`config.mk`:
```
export PLATFORM = sky130hd
export DESIGN_NAME = evt_main_ctrl
export DESIGN_NICKNAME = d
export VERILOG_FILES = /design/src/rtl/evt_pkg.sv /design/src/rtl/evt_counter.sv /design/src/rtl/evt_status.sv /design/src/rtl/evt_router.sv /design/src/rtl/evt_main_ctrl.sv
export SDC_FILE = /design/constraint.sdc
export NUM_CORES = 1
export LEC_CHECK = 0
export BUFFER_PORTS_ARGS = -buffer_cell sky130_fd_sc_hd__buf_2
export CAP_MARGIN = 10
export CORE_UTILIZATION = 35
export DETAILED_ROUTE_END_ITERATION = 8
export PLACE_DENSITY_LB_ADDON = 0.3
export SKIP_LAST_GASP = 1
export SYNTH_ARGS = -nofsm -noshare
export SYNTH_HDL_FRONTEND = slang
export SYNTH_SLANG_ARGS = --single-unit
```
`constraint.sdc`:
```
create_clock -name clk -period 2.8 [get_ports clk]
set_clock_uncertainty 0.1 [all_clocks]
set_input_delay 0.56 -clock clk [delete_from_list [all_inputs] [get_ports clk]]
set_output_delay 0.56 -clock clk [all_outputs]
set_load 0.005 [all_outputs]
```
`src/rtl/evt_pkg.sv`:
```
package evt_pkg;
  typedef enum logic [1:0] {
    SEL_CFG  = 2'd0,
    SEL_STAT = 2'd1,
    SEL_CNT  = 2'd2,
    SEL_NONE = 2'd3
  } reg_sel_e;

  typedef enum logic [1:0] {
    PART_FULL = 2'd0,
    PART_LO   = 2'd1,
    PART_HI   = 2'd2,
    PART_ALL  = 2'd3
  } reg_part_e;
endpackage

```
`src/rtl/evt_counter.sv`:
```
module evt_counter #(
  parameter int CNT_W    = 64,
  parameter int TICK_DIV = 1
) (
  input  logic             clk,
  input  logic             rst,
  input  logic             run,
  input  logic             en_rise,
  input  logic             en_fall,
  input  logic             wr,
  input  logic [1:0]       part,
  input  logic [CNT_W-1:0] wdata,
  output logic [CNT_W-1:0] cnt_value,
  output logic [CNT_W-1:0] cnt_live,
  output logic [CNT_W-1:0] cnt_held,
  output logic             cnt_tick
);
  import evt_pkg::*;

  localparam int HALF  = CNT_W / 2;
  localparam int DIV_W = (TICK_DIV > 1) ? $clog2(TICK_DIV) : 1;

  logic [DIV_W-1:0] div_q;
  logic [CNT_W-1:0] merged;

  assign cnt_tick = (div_q == DIV_W'(TICK_DIV - 1));

  always_comb begin
    merged = cnt_held;
    if (part != PART_HI) merged[HALF-1:0]     = wdata[HALF-1:0];
    if (part != PART_LO) merged[CNT_W-1:HALF] = wdata[CNT_W-1:HALF];
  end

  always_ff @(posedge clk) begin
    if (rst) begin
      div_q    <= '0;
      cnt_live <= '0;
    end else if (en_rise) begin
      div_q    <= '0;
      cnt_live <= cnt_held;
    end else if (run) begin
      if (cnt_tick) begin
        div_q    <= '0;
        cnt_live <= cnt_live + CNT_W'(1);
      end else begin
        div_q <= div_q + DIV_W'(1);
      end
    end
  end

  always_ff @(posedge clk) begin
    if (rst)          cnt_held <= '0;
    else if (en_fall) cnt_held <= cnt_live;
    else if (wr)      cnt_held <= merged;
  end

  assign cnt_value = run ? cnt_live : cnt_held;
endmodule

```
`src/rtl/evt_status.sv`:
```
module evt_status #(
  parameter int NUM_TMR = 3
) (
  input  logic               clk,
  input  logic               rst,
  input  logic               glb_en,
  input  logic [NUM_TMR-1:0] clr_mask,
  input  logic [NUM_TMR-1:0] fire,
  input  logic [NUM_TMR-1:0] level,
  input  logic [NUM_TMR-1:0] int_en,
  output logic [NUM_TMR-1:0] status_q,
  output logic [NUM_TMR-1:0] req
);
  logic [NUM_TMR-1:0] pulse_q;

  for (genvar t = 0; t < NUM_TMR; t++) begin : g_tmr
    always_ff @(posedge clk) begin
      if (rst) begin
        status_q[t] <= 1'b0;
        pulse_q[t]  <= 1'b0;
      end else begin
        if (fire[t] && level[t]) status_q[t] <= 1'b1;
        else if (clr_mask[t])    status_q[t] <= 1'b0;
        pulse_q[t] <= fire[t] && !level[t] && int_en[t] && glb_en;
      end
    end
    assign req[t] = (status_q[t] && int_en[t] && glb_en) || pulse_q[t];
  end
endmodule

```
`src/rtl/evt_router.sv`:
```
module evt_router #(
  parameter int NUM_TMR   = 3,
  parameter int NUM_LINES = 32,
  parameter int LINE_W    = 5,
  parameter int LEG_A     = 0,
  parameter int LEG_B     = 8
) (
  input  logic                      clk,
  input  logic                      rst,
  input  logic                      legacy,
  input  logic [NUM_TMR-1:0]        req,
  input  logic [NUM_TMR*LINE_W-1:0] route,
  input  logic                      leg_in0,
  input  logic                      leg_in1,
  output logic [NUM_LINES-1:0]      irq_line,
  output logic                      leg_ena
);
  logic [LINE_W-1:0]    route_a [NUM_TMR];
  logic [NUM_LINES-1:0] line_nxt;
  logic                 leg0_q;
  logic                 leg1_q;

  for (genvar t = 0; t < NUM_TMR; t++) begin : g_unpack
    assign route_a[t] = route[t*LINE_W +: LINE_W];
  end

  function automatic logic [LINE_W-1:0] eff_route(input int t, input logic lg,
                                                   input logic [LINE_W-1:0] own);
    if (lg && t == 0)      return LINE_W'(LEG_A);
    else if (lg && t == 1) return LINE_W'(LEG_B);
    else                   return own;
  endfunction

  always_comb begin
    line_nxt = '0;
    for (int t = 0; t < NUM_TMR; t++) begin
      if (req[t]) line_nxt[eff_route(t, legacy, route_a[t])] = 1'b1;
    end
    if (!legacy) begin
      line_nxt[LEG_A] = line_nxt[LEG_A] | leg0_q;
      line_nxt[LEG_B] = line_nxt[LEG_B] | leg1_q;
    end
  end

  always_ff @(posedge clk) begin
    if (rst) begin
      leg0_q   <= 1'b0;
      leg1_q   <= 1'b0;
      irq_line <= '0;
      leg_ena  <= 1'b1;
    end else begin
      leg0_q   <= leg_in0;
      leg1_q   <= leg_in1;
      irq_line <= line_nxt;
      leg_ena  <= !legacy;
    end
  end
endmodule

```
`src/rtl/evt_main_ctrl.sv`:
```
module evt_main_ctrl #(
  parameter int NUM_TMR   = 3,
  parameter int CNT_W     = 64,
  parameter int TICK_DIV  = 1,
  parameter int NUM_LINES = 32,
  parameter int LINE_W    = $clog2(NUM_LINES)
) (
  input  logic                      clk,
  input  logic                      rst,
  input  logic                      reg_wr,
  input  logic [1:0]                reg_sel,
  input  logic [1:0]                reg_part,
  input  logic [CNT_W-1:0]          reg_wdata,
  input  logic [1:0]                rd_sel,
  output logic [CNT_W-1:0]          rd_data,
  input  logic [NUM_TMR-1:0]        tmr_fire,
  input  logic [NUM_TMR-1:0]        tmr_level,
  input  logic [NUM_TMR-1:0]        tmr_int_en,
  input  logic [NUM_TMR*LINE_W-1:0] tmr_route,
  input  logic                      leg_in0,
  input  logic                      leg_in1,
  output logic [NUM_LINES-1:0]      irq_line,
  output logic                      leg_ena
);
  import evt_pkg::*;

  localparam int LEG_A = 0;
  localparam int LEG_B = 8;

  logic             cfg_en, cfg_leg;
  logic             cfg_wr_lo, en_rise, en_fall, cnt_wr, stat_wr;
  logic [NUM_TMR-1:0] clr_mask, status_q, req;
  logic [CNT_W-1:0] cnt_value, cnt_live, cnt_held;
  logic             cnt_tick;

  assign cfg_wr_lo = reg_wr && (reg_sel == SEL_CFG)  && (reg_part != PART_HI);
  assign stat_wr   = reg_wr && (reg_sel == SEL_STAT) && (reg_part != PART_HI);
  assign cnt_wr    = reg_wr && (reg_sel == SEL_CNT);
  assign en_rise   = cfg_wr_lo && reg_wdata[0] && !cfg_en;
  assign en_fall   = cfg_wr_lo && !reg_wdata[0] && cfg_en;
  assign clr_mask  = stat_wr ? reg_wdata[NUM_TMR-1:0] : '0;

  always_ff @(posedge clk) begin
    if (rst) begin
      cfg_en  <= 1'b0;
      cfg_leg <= 1'b0;
    end else if (cfg_wr_lo) begin
      cfg_en  <= reg_wdata[0];
      cfg_leg <= reg_wdata[1];
    end
  end

  evt_counter #(.CNT_W(CNT_W), .TICK_DIV(TICK_DIV)) u_cnt (
    .clk(clk), .rst(rst), .run(cfg_en), .en_rise(en_rise), .en_fall(en_fall),
    .wr(cnt_wr), .part(reg_part), .wdata(reg_wdata), .cnt_value(cnt_value),
    .cnt_live(cnt_live), .cnt_held(cnt_held), .cnt_tick(cnt_tick)
  );

  evt_status #(.NUM_TMR(NUM_TMR)) u_stat (
    .clk(clk), .rst(rst), .glb_en(cfg_en), .clr_mask(clr_mask), .fire(tmr_fire),
    .level(tmr_level), .int_en(tmr_int_en), .status_q(status_q), .req(req)
  );

  evt_router #(.NUM_TMR(NUM_TMR), .NUM_LINES(NUM_LINES), .LINE_W(LINE_W),
               .LEG_A(LEG_A), .LEG_B(LEG_B)) u_route (
    .clk(clk), .rst(rst), .legacy(cfg_leg), .req(req), .route(tmr_route),
    .leg_in0(leg_in0), .leg_in1(leg_in1), .irq_line(irq_line), .leg_ena(leg_ena)
  );

  always_ff @(posedge clk) begin
    if (rst) rd_data <= '0;
    else begin
      case (rd_sel)
        SEL_CFG:  rd_data <= {{(CNT_W-2){1'b0}}, cfg_leg, cfg_en};
        SEL_STAT: rd_data <= CNT_W'(status_q);
        SEL_CNT:  rd_data <= cnt_value;
        default:  rd_data <= '0;
      endcase
    end
  end
endmodule

```
After elaboration in Yosys (flattened, before gate mapping)

Cells that the tools add are included.

Flip-flop bits (word level): 236
ROM bits: 0
RAM bits: 0
Latch bits: 0
Output and inout bits: 97
Memories: 0
Logic and storage cells: 121
Input port bits: 99

Mux-type cells: 33
Div/mod/pow operators: 0
Multiply operators: 0
Bitwise operators: 4
Equal/unequal tests: 7
Reductions and logical operators: 52
Order comparisons: 6
Shift operators: 0
Add/sub/neg operators: 2

Operators with widths:

| operator                                             | count |
|---|---|
| 2-to-1 mux 64 bit                                    | 6 |
| case mux 64 bit (3 select lines)                     | 1 |
| 2-to-1 mux 32 bit                                    | 5 |
| adder 64 x 1 -> 64 bit (second input constant)       | 1 |
| OR 32 bit                                            | 2 |
| logical AND 1 bit                                    | 30 |
| 2-to-1 mux 5 bit                                     | 5 |
| < comparator 5 x 6 -> 1 bit (second input constant)  | 3 |
| demux 1 bit (select 5 bit)                           | 3 |
| >= comparator 5 x 1 -> 1 bit (second input constant) | 3 |
| nonzero test 2 bit                                   | 7 |
| 2-to-1 mux 1 bit                                     | 12 |
| zero test 1 bit                                      | 6 |
| AND reduction 2 bit                                  | 3 |
| == test 2 x 1 -> 1 bit (second input constant)       | 2 |
| == test 2 bit (second input constant)                | 2 |
| zero test 2 bit                                      | 2 |
| != test 2 bit (second input constant)                | 2 |
| logical OR 1 bit                                     | 3 |
| 2-to-1 mux 3 bit                                     | 1 |
| != test 2 x 1 -> 1 bit (second input constant)       | 1 |
| OR 1 bit                                             | 2 |
| OR reduction 2 bit                                   | 1 |
| adder 1 bit (second input constant)                  | 1 |

Longest topological paths before layout

Depth in word-level cells: 15
Mapped depth: 8
Depth with buffers taken out: 6

Cells and area by module

Synthesis repeated with hierarchy kept, for this count alone.

Cell total of the unflattened synthesis: 1,280
Area total of the unflattened synthesis: 11,629.9 sq um

Modules (own cells, without submodules):

| module        | area an instance (sq um) | cells each | times used |
|---|---|---|---|
| evt_counter   | 7,532.2                  | 897        | 1 |
| evt_main_ctrl | 2,050.7                  | 163        | 1 |
| evt_router    | 1,800.5                  | 195        | 1 |
| evt_status    | 246.5                    | 25         | 1 |

Worst setup path before layout

OpenSTA, ideal clock, no wires.

Path kind: input to register
Start: in reg_wr
End: reg u_cnt.cnt_live[56]
Slack: 0.283 ns
Path buffers: 2
Arrival time: 2.295 ns
Stages on the path: 6
Data required time: 2.578 ns
Cell sequence: nor2b_1 > nor4b_1 > clkbuf_1 > buf_1 > mux2_2 > a221o_1

Cells in the longest elaborated chain, start to end: 6

RTL lines:

| what                                                                 | line                | text |
|---|---|---|
| start: declaration                                                   | evt_main_ctrl.sv:10 | `input logic reg_wr,` |
| logical AND 1 bit (*) (2 in a row)                                   | evt_main_ctrl.sv:36 | `assign cfg_wr_lo = reg_wr && (reg_sel == SEL_CFG) && (reg_part != PART_HI);` |
| logical AND 1 bit (*) (2 in a row)                                   | evt_main_ctrl.sv:39 | `assign en_rise = cfg_wr_lo && reg_wdata[0] && !cfg_en;` |
| != test 2 bit (no source line) or nonzero test 2 bit (tied branches) | --                  |  |
| AND reduction 2 bit (no source line)                                 | --                  |  |
| end signal: assignment                                               | evt_counter.sv:40   | `cnt_live <= cnt_held;` |
| end signal: assignment                                               | evt_counter.sv:44   | `cnt_live <= cnt_live + CNT_W'(1);` |
| end: declaration                                                     | evt_counter.sv:14   | `output logic [CNT_W-1:0] cnt_live,` |

Every way passes the cells marked *; elsewhere a longest branch is shown, timed or not.
A chain may end at the register's enable or synchronous reset.

Final worst setup path

Start: reg u_cnt.cnt_live[7]
End: reg u_cnt.cnt_live[45]

Cells in the longest elaborated chain, start to end: 4

RTL lines:

| what                   | line              | text |
|---|---|---|
| adder 64 x 1 -> 64 bit | evt_counter.sv:44 |  |
| 2-to-1 mux 64 bit      | evt_counter.sv:42 | `if (cnt_tick) begin` |
| 2-to-1 mux 64 bit      | evt_counter.sv:41 | `end else if (run) begin` |
| 2-to-1 mux 64 bit      | evt_counter.sv:38 | `end else if (en_rise) begin` |

No other way between the ends. The select of a mux whose other input is x is not followed.

==> reports/results.tsv <==
metric	value	unit
outcome	finished, final reports clean	
muxShareOfSynthArea	13.84	%
post_drt_via_cell_ratio	5.441	
hold_class	in2reg	
core_area	0.03180	mm²
ys_seq_area_share	41.20	%
portBuffers	195	
startpoint_type	flip-flop	
grt_pass1_vias	10020	
die_w	182.6	µm
relSlewSlack	30.80	%
syn_nets	1437	
synth_top_family_by_area	simple AND/OR/NAND/NOR gates	
synth_edf_count	0	
wl	35120	µm
hp-start	tmr_level[0]	
critical_path.cell_chain	nand4_1, or4_1, or4_1, a221o_1, a211oi_1	
finalCritPeriodShare	92.95	%
synthFlopType	dfxtp_1	
async_flop_share	0	%
io_pins	196	
hold_slack	0.1236	ns
ys_types	56	
rsz0062_at_grt	false	
slew_violations	0	
ys_warn_count	0	
end_kind	flip-flop	
cts_sinks	235	
start_util	35.91	%
cts_max_level	1	
clk_pin_slew	0.06	ns
hpwl	23540	µm
cts_resized	0	
fin_crit	2.603	ns
tightestPinTransition	1.038	ns
grt_pass1_wl	55130	µm
grt_max_degree	113	
setup_viol	0	
total_power	7.696	mW
power-per-cell-area	550.4	mW/mm²
cts_setup_buffers	0	
synthCells	1337	
vias	10650	
ant_nets	0	
critical-path-max-stage-delay	0.74	ns
fmax	384.2	MHz
grt_overflow_total	0	
synth_xor_area_share	2.685	%
hold_viol	0	
crit_family	simple AND/OR/NAND/NOR gates	
drc	0	
max-vdd-ir-drop	0.0004428	V
row_count	65	
yosys_register_bits	235	
final.setup.tns	0	ns
crit_arrival	2.95	ns
critPathBufInv	0	
cts.path.max_buffers	3	
worstReg2RegStart	u_cnt.cnt_live[7]	
crit_path_start	u_cnt.cnt_live[7]	
cts_tree	yes	
max-cap-violations	0	
die_y	182.6	µm
grt_use_total	20.64	%
synth_simple_gate_area_share	21.87	%
dr.pass1.iters	6	
nets	1601	
cp_slowest_cell	or4_1	
worst_path_most_repeated_cell	or4_1	
first_iter_violations	844	
worst-setup-path-type	reg2reg	
drt-wirelength-per-cell	17.94	µm
antenna_found_initial	4	
p_leak	5.134	nW
cts_root_buffer	clkbuf_16	
drive_gt1_share	22.60	%
cp.required	3.15	ns
cts_made_buffers	26	
avgSynthCellArea	8.540	µm²
synth_fa_ha_area_share	0.1096	%
cp_max_fo	6	
ctsHoldBuffers	0	
synth_compound_area_share	15.72	%
worst_skew_pair.late_latency	0.54	ns
areaGrowthSynthToFinish	22.45	%
gp_congestion	0.9031	
die-area	0.03335	mm²
syn_area	0.01142	mm²
## sequential cells by signal, indices dropped and copies added (netlist names)
register / count
cfg_en: 1
cfg_leg: 1
rd_data: 64
u_cnt.cnt_held: 64
u_cnt.cnt_live: 64
u_route.irq_line: 32
u_route.leg0_q: 1
u_route.leg1_q: 1
u_route.leg_ena: 1
u_stat.pulse_q: 3
u_stat.status_q: 3
## synth_stat cells, types with 22 or more instances
cell | count | area share (%)
mux2_2 | 31 | 3.1
xnor2_1 | 24 | 1.8
dfxtp_1 | 235 | 41
nor3_1 | 27 | 1.2
clkbuf_1 | 84 | 2.8
a21oi_1 | 79 | 3.5
a211oi_1 | 64 | 4.2
nand2_1 | 167 | 5.5
a22oi_1 | 25 | 1.6
mux2i_1 | 123 | 11
nor2_1 | 167 | 5.5
nand3_1 | 25 | 1.1
a311oi_1 | 34 | 2.6
nand4_1 | 22 | 1.2
nor4_1 | 26 | 1.4
## cell usage in the layout (no fill, tap or decap), types with 25 or more instances in the layout
cell       count
a211oi_1      64
dfxtp_1      234
buf_2        194
mux2i_1      123
nand2_1      167
buf_4         50
a21oi_1       78
nor2_1       166
mux2_2        31
clkbuf_16     28
a311oi_1      34
a22oi_1       25
nor3_1        27
nand3_1       25
nor4_1        26
## through the flow
stage          util (%)  cells  setup WS [ns]  instance area [µm²]
2_1_floorplan         -   1337         0.2832                11420
3_3_place_gp      41.09   1908         0.2478                13070
3_5_place_dp      41.09   1908         0.1721                13070
4_1_cts           43.94   1953         0.2004                13970
5_1_grt           43.97   1957        0.06747                13980
6_report          43.97   1957         0.1973                13980
## area by class of cell
type                       count  area (µm²)
clock inverter                10       130.1
clock buffer                  35       777.0
fill                        3159       17820
multi-input combinational    971        6233
sequential                   235        4708
timing repair buffer         253        1526
inverter                      14       52.55
antenna                        4       10.01
tap                          435       544.3
## layer usage
metal	GRT usage, %	vias to the layer above	share of wire [%]
li1	-	5149	-
met1	28.19	5023	45
met2	31.97	386	45
met3	3.193	90	6.1
met4	9.311	0	4.1
met5	0	-	0
## report_power, final
| group | leakage [nW] | total [mW] | internal [mW] | switching [mW] |
|---|---|---|---|---|
| registers | 1.90 | 3.51 | 3.43 | 0.0790 |
| logic | 2.78 | 0.554 | 0.235 | 0.319 |
| clock network | 0.446 | 3.64 | 2.21 | 1.43 |
## logic make-up after synthesis
| group | after synthesis |
|---|---|
| XOR/XNOR | 35 |
| adder cells (fa/ha/maj) | 1 |
| AND/OR/NAND/NOR | 521 |
| multiplexers | 154 |
| flip-flops | 235 |
| AO/OA/AOI/OAI | 260 |
| buffers and inverters | 131 |
## path summary, 6_finish.rpt
path              cells after the start                  to  slack, ns
hold / removal                        2   u_stat.pulse_q[0]       0.12
setup reg to reg                      5  u_cnt.cnt_live[45]       0.20
setup / recovery                      5  u_cnt.cnt_live[45]       0.20
hold reg to reg                       2         rd_data[56]       0.38
Power figures use the tool's default switching activity.
